## config.mk

```make
export PLATFORM = sky130hd
export DESIGN_NAME = cache_tag_classifier
export DESIGN_NICKNAME = d
export VERILOG_FILES = /design/src/rtl/cdir_pkg.sv /design/src/rtl/cdir_plru.sv /design/src/rtl/cdir_lookup.sv /design/src/rtl/cache_tag_classifier.sv
export SDC_FILE = /design/constraint.sdc
export NUM_CORES = 1
export LEC_CHECK = 0
export ABC_CLOCK_PERIOD_IN_PS = 8360
export BUFFER_PORTS_ARGS = -buffer_cell sky130_fd_sc_hd__buf_2
export CORE_ASPECT_RATIO = 0.6
export CORE_MARGIN = 2
export CORE_UTILIZATION = 50
export CTS_CLUSTER_SIZE = 30
export DETAILED_ROUTE_END_ITERATION = 7
export PLACE_DENSITY = 0.65
export SLEW_MARGIN = 20
export SYNTH_ARGS = -nofsm -noshare
export SYNTH_HDL_FRONTEND = slang
export SYNTH_SLANG_ARGS = --single-unit
```

## constraint.sdc

```tcl
create_clock -name clk -period 8.36 [get_ports clk]
set_input_delay 1.672 -clock clk [delete_from_list [all_inputs] [get_ports clk]]
set_output_delay 1.672 -clock clk [all_outputs]
set_load 0.02 [all_outputs]
```

## src/rtl/cdir_pkg.sv

```systemverilog
package cdir_pkg;

    typedef enum logic [1:0] {
        OC_HIT   = 2'b00,
        OC_FILL  = 2'b01,
        OC_CLEAN = 2'b10,
        OC_DIRTY = 2'b11
    } outcome_e;

endpackage

```

## src/rtl/cdir_plru.sv

```systemverilog
// Tree pseudo-LRU for one set: victim choice and update after a touch.
module cdir_plru #(
    parameter int WAYS = 4,
    localparam int LOG_W = (WAYS > 1) ? $clog2(WAYS) : 1,
    localparam int PL_W  = (WAYS > 1) ? WAYS - 1 : 1
) (
    input  logic [PL_W-1:0]  tree_i,
    input  logic [LOG_W-1:0] touch_way,
    output logic [PL_W-1:0]  tree_o,
    output logic [LOG_W-1:0] victim_o
);

    generate
        if (WAYS == 1) begin : g_single
            logic unused_bits;
            assign unused_bits = ^{tree_i, touch_way};
            assign tree_o   = '0;
            assign victim_o = '0;
        end else begin : g_tree
            // Touch: every node on the path points to the other half.
            always_comb begin
                int node_d;
                tree_o = tree_i;
                for (int lvl = 0; lvl < LOG_W; lvl++) begin
                    node_d = (1 << lvl) - 1 + (int'(touch_way) >> (LOG_W - lvl));
                    tree_o[node_d] = ~touch_way[LOG_W-1-lvl];
                end
            end

            // Victim: follow node bits from the root; each bit is one way bit.
            always_comb begin
                int node_q;
                logic bit_q;
                node_q   = 0;
                victim_o = '0;
                for (int lvl = 0; lvl < LOG_W; lvl++) begin
                    bit_q = tree_i[node_q];
                    victim_o[LOG_W-1-lvl] = bit_q;
                    node_q = 2 * node_q + 1 + int'(bit_q);
                end
            end
        end
    endgenerate

endmodule

```

## src/rtl/cdir_lookup.sv

```systemverilog
// Tag compare across one set, plus a search for the lowest invalid way.
module cdir_lookup #(
    parameter int WAYS  = 4,
    parameter int TAG_W = 8,
    localparam int LOG_W = (WAYS > 1) ? $clog2(WAYS) : 1
) (
    input  logic [WAYS-1:0][TAG_W-1:0] tags_i,
    input  logic [WAYS-1:0]            valid_i,
    input  logic [TAG_W-1:0]           tag_i,
    output logic                       hit_o,
    output logic [LOG_W-1:0]           hit_way_o,
    output logic                       free_o,
    output logic [LOG_W-1:0]           free_way_o
);

    logic [WAYS-1:0] match;

    generate
        for (genvar w = 0; w < WAYS; w++) begin : g_cmp
            assign match[w] = valid_i[w] && (tags_i[w] == tag_i);
        end
    endgenerate

    always_comb begin
        hit_o      = 1'b0;
        hit_way_o  = '0;
        free_o     = 1'b0;
        free_way_o = '0;
        for (int w = WAYS - 1; w >= 0; w--) begin
            if (match[w]) begin
                hit_o     = 1'b1;
                hit_way_o = LOG_W'(w);
            end
            if (!valid_i[w]) begin
                free_o     = 1'b1;
                free_way_o = LOG_W'(w);
            end
        end
    end

endmodule

```

## src/rtl/cache_tag_classifier.sv

```systemverilog
module cache_tag_classifier #(
    parameter int SETS   = 16,
    parameter int WAYS   = 4,
    parameter int ADDR_W = 16,
    parameter int TAG_W  = 8,
    localparam int WAY_W = (WAYS > 1) ? $clog2(WAYS) : 1
) (
    input  logic              clk,
    input  logic              rst_n,
    input  logic              acc_valid,
    input  logic [ADDR_W-1:0] acc_addr,
    input  logic              acc_write,
    input  logic              flush_all,
    input  logic              inval_all,
    input  logic              clear_all,
    output logic              res_valid,
    output logic [1:0]        res_code,
    output logic [WAY_W-1:0]  res_way
);
    import cdir_pkg::*;

    localparam int SET_W = $clog2(SETS);
    localparam int OFF_W = ADDR_W - TAG_W - SET_W;
    localparam int PL_W  = (WAYS > 1) ? WAYS - 1 : 1;

    typedef struct packed {
        logic [SETS-1:0][WAYS-1:0][TAG_W-1:0] tag;
        logic [SETS-1:0][WAYS-1:0]            valid;
        logic [SETS-1:0][WAYS-1:0]            dirty;
        logic [SETS-1:0][PL_W-1:0]            plru;
    } dir_state_t;

    dir_state_t s_d, s_q;

    logic [TAG_W-1:0] tag_in;
    logic [SET_W-1:0] set_idx;
    logic             any_cmd;
    logic             hit, free;
    logic [WAY_W-1:0] hit_way, free_way, victim, way_sel;
    logic [PL_W-1:0]  tree_upd;

    assign tag_in  = acc_addr[ADDR_W-1 -: TAG_W];
    assign set_idx = acc_addr[OFF_W +: SET_W];
    assign any_cmd = flush_all | inval_all | clear_all;

    generate
        if (OFF_W > 0) begin : g_off
            logic unused_offset;
            assign unused_offset = ^acc_addr[OFF_W-1:0];
        end
    endgenerate

    cdir_lookup #(.WAYS(WAYS), .TAG_W(TAG_W)) u_lookup (
        .tags_i    (s_q.tag[set_idx]),
        .valid_i   (s_q.valid[set_idx]),
        .tag_i     (tag_in),
        .hit_o     (hit),
        .hit_way_o (hit_way),
        .free_o    (free),
        .free_way_o(free_way)
    );

    assign way_sel = hit ? hit_way : (free ? free_way : victim);

    cdir_plru #(.WAYS(WAYS)) u_plru (
        .tree_i   (s_q.plru[set_idx]),
        .touch_way(way_sel),
        .tree_o   (tree_upd),
        .victim_o (victim)
    );

    always_comb begin
        s_d       = s_q;
        res_valid = 1'b0;
        res_code  = OC_HIT;
        res_way   = way_sel;

        if (flush_all)             s_d.dirty = '0;
        if (inval_all | clear_all) s_d.valid = '0;
        if (clear_all)             s_d.plru  = '0;

        if (acc_valid && !any_cmd) begin
            res_valid = 1'b1;
            if (hit) begin
                res_code = OC_HIT;
                s_d.dirty[set_idx][way_sel] = s_q.dirty[set_idx][way_sel] | acc_write;
            end else begin
                if (free)
                    res_code = OC_FILL;
                else if (s_q.dirty[set_idx][way_sel])
                    res_code = OC_DIRTY;
                else
                    res_code = OC_CLEAN;
                s_d.tag[set_idx][way_sel]   = tag_in;
                s_d.dirty[set_idx][way_sel] = acc_write;
            end
            s_d.valid[set_idx][way_sel] = 1'b1;
            s_d.plru[set_idx]           = tree_upd;
        end
    end

    always_ff @(posedge clk or negedge rst_n) begin
        if (!rst_n) s_q <= '0;
        else        s_q <= s_d;
    end

    // a write access leaves its line dirty
    a_r2_write_marks_dirty: assert property (@(posedge clk) disable iff (!rst_n)
        (res_valid && acc_write) |=> s_q.dirty[$past(set_idx)][$past(res_way)]);

    // a fill lands in a way that was empty
    a_r3_fill_into_empty: assert property (@(posedge clk) disable iff (!rst_n)
        (res_valid && res_code == 2'b01) |-> !s_q.valid[set_idx][res_way]);

    // evictions happen only in a full set
    a_r4_evict_needs_full_set: assert property (@(posedge clk) disable iff (!rst_n)
        (res_valid && res_code[1]) |-> (&s_q.valid[set_idx]));

    // flush leaves no dirty line
    a_r6_flush_cleans: assert property (@(posedge clk) disable iff (!rst_n)
        flush_all |=> (s_q.dirty == '0));

    // invalidate empties lines but keeps trees
    a_r7_inval_keeps_tree: assert property (@(posedge clk) disable iff (!rst_n)
        (inval_all && !clear_all) |=> (s_q.valid == '0 && $stable(s_q.plru)));

    // test clear empties lines and zeroes trees
    a_r8_clear_resets: assert property (@(posedge clk) disable iff (!rst_n)
        clear_all |=> (s_q.valid == '0 && s_q.plru == '0));

    // tags never change when a command coincides with an access
    a_r9_cmd_blocks_access: assert property (@(posedge clk) disable iff (!rst_n)
        (any_cmd && acc_valid) |=> $stable(s_q.tag));

endmodule

```

==> metrics.yaml <==
final_layout_size_suffix_gt1_share_pct: 37.10
synthesis.area_mm2: 0.03394
worstMarginPinSlew_ps: 1190
period_share_pct: 93.04
coreArea_mm2: 0.06668
rsz0062_at_grt: "false"
fillers: 5269
min_period_ps: 7778
clk_pin_slew_ps: 70
finalSetupViolations: 0
most-common-layout-cells: "688 x dfrtp_1, 378 x mux2_2, 155 x mux4_2"
io_pins: 28
cts_tree: "yes"
grt_max_degree: 202
switching_share_pct: 23.31
p_comb_share_pct: 6.5
fin_cells: 3345
leakage_uw: 0.01731
outcome: "completed"
wl_per_cell_um: 27.94
layout.nets: 2423
clkLatencyLatePin_ps: 620
die_width_um: 340.3
multi_input_area_mm2: 0.01558
ff_latch_area_mm2: 0.01722
finalSetupTns_ps: 0
final_common_cell: "dfrtp_1"
synthArstFlopShare_pct: 100.0
num_vias: 21362
drv_slew: 0
overflow: 0
grt_pass1_vias: 21984
ctsHoldBuffers: 0
synth_edf_count: 0
start_util_pct: 50.90
slew_headroom_pct: 19.98
post-place-cells: 3230
yosys.area.top_type_share_pct: 50.73
gp_congestion: 0.8768
port_buffers: 23
via_per_inst: 6.386
avgSynthCellArea_um2: 13.99
cap_violations: 0
p_clk_share_pct: 45.0
numCtsBuffers: 67
skew_ps: 20.80
yosys.area.top_type: "dfrtp_1"
cts_resized: 0
timing.fmax_mhz: 128.6
remaining_drc_errors: 0
hold_violations: 0
ant_nets: 0
yosysSeqAreaShare_pct: 50.73
dp_slack_ps: 643.5
grt_use_total_pct: 27.31
crit_fanout: 65
ys_seq_elements: 688
rrSetupSlack_ps: 3280
first_pass_iters: 6
seq_power_share_pct: 48.4
clockRootBuffer: "clkbuf_16"
start_kind: "input port"
clkSinkCount: 688
drtIter0Drc: 2011
h-tree-depth: 3
holdCritPathClass: "reg2reg"
required_ps: 6690
regMostFlops: "s_q"
largest_reg_flops: 688
path_class: "in2out"
dp_hpwl_um: 60720
finalWorstSetupSlack_ps: 581.7
grt_antenna_before_repair: 1
post_cts_buffers: 0
ys_types: 69
clockBufferDepth: 3
die_h_um: 205.8
reg.largest.list: "s_q (688)"
antenna_cells: 0
synthTopCellsByArea: "dfrtp_1 51%, mux2_2 13%, mux4_2 10%, mux2i_1 3.7%, mux2_4 3.2%"
p_sw_uw: 1642
syn_inst: 2426
arrival_ps: 6110
powerDensity_mw_per_mm2: 189.4
crit_path_end_kind: "output pin"
area_delta_synth_final_pct: 9.574
syn_nets: 2449
synth_ff_type: "dfrtp_1"
wl_um: 93460
grt_pass1_wl_um: 142500
ir_worst_vdd_uv: 135.3
row_count: 73
cellInternalPower_uw: 5400
die-area_mm2: 0.07005
yosys_warnings: 0
cells in the mapped netlist (all sizes together), types with 17 or more instances:
| master | instances |
|---|---|
| nor3 | 26 |
| nand2 | 78 |
| clkbuf | 110 |
| o31ai | 48 |
| mux2 | 502 |
| a21oi | 76 |
| mux4 | 155 |
| o21ai | 82 |
| a22o | 41 |
| xnor2 | 34 |
| buf | 100 |
| nor2b | 36 |
| nor2 | 32 |
| nand2b | 32 |
| a211oi | 18 |
| a22oi | 21 |
| dfrtp | 688 |
| and3 | 17 |
| mux2i | 127 |
| nand3 | 103 |
area by class of cell:
| cell class | instances | share of cell area [%] |
|---|---|---|
| timing repair buffer | 115 | 2.510 |
| inverter | 18 | 0.1884 |
| clock buffer | 101 | 5.572 |
| sequential | 688 | 46.30 |
| clock inverter | 13 | 0.5114 |
| tap | 900 | 3.028 |
| multi-input combinational | 1510 | 41.89 |
layer usage:
metal	wire (um)	global-route usage (%)	share of wire (%)	vias to the layer above
met2	39910	38.66	43	867
met4	2382	7.615	2.5	0
met5	0	0	0	-
li1	-	-	-	9026
met3	8136	8.250	8.7	157
met1	43040	40.64	46	11312
power by group through the flow:
stage,Clock (uW),Sequential [uW],Combinational (uW)
6_report,3170,3410,460
5_1_grt,3350,3410,498
4_1_cts,3220,3410,461
3_5_place_dp,0,3470,459
3_3_place_gp,0,3470,446
2_1_floorplan,0,3460,275
cells by family after synthesis:
family	count (synthesis)	share of synthesized area (%)
buffers and inverters	228	3.502
AO/OA/AOI/OAI	336	6.680
AND/OR/NAND/NOR	356	6.728
flip-flops	688	50.73
XOR/XNOR	34	0.8774
multiplexers	784	31.48
metrics by stage:
step	area, um^2	utilization, %	power, uW	hold WS (ps)
floorplan	33940	-	3736	441.0
finish	37190	55.77	7042	486.5
detailed placement	34880	52.31	3930	470.5
CTS	37140	55.71	7093	484.8
global placement	34880	52.31	3914	457.2
global route	37190	55.77	7265	497.6
path summary, 6_finish.rpt:
| kind | from | endpoint | cells past startpoint |
|---|---|---|---|
| setup / recovery | acc_addr[5] | res_code[0] | 14 |
| hold / removal | s_q[113] | s_q[113] | 2 |
| setup reg to reg | s_q[637] | s_q[663] | 11 |
| hold reg to reg | s_q[113] | s_q[113] | 2 |
| max in group asynchronous | rst_n | s_q[355] | 3 |
| min in group asynchronous | rst_n | s_q[70] | 1 |
worst max-delay path: stages:
cell	delay, ps
buf_8	530
buf_4	510
mux2i_1	460
a22oi_1	190
a21o_1	210
a2111oi_0	400
o21ai_0	220
a211oi_1	530
buf_4	250
or3b_2	120
a211oi_1	60
a2111oi_0	400
o311a_1	250
buf_2	180
(Power assumes the default switching activity.)
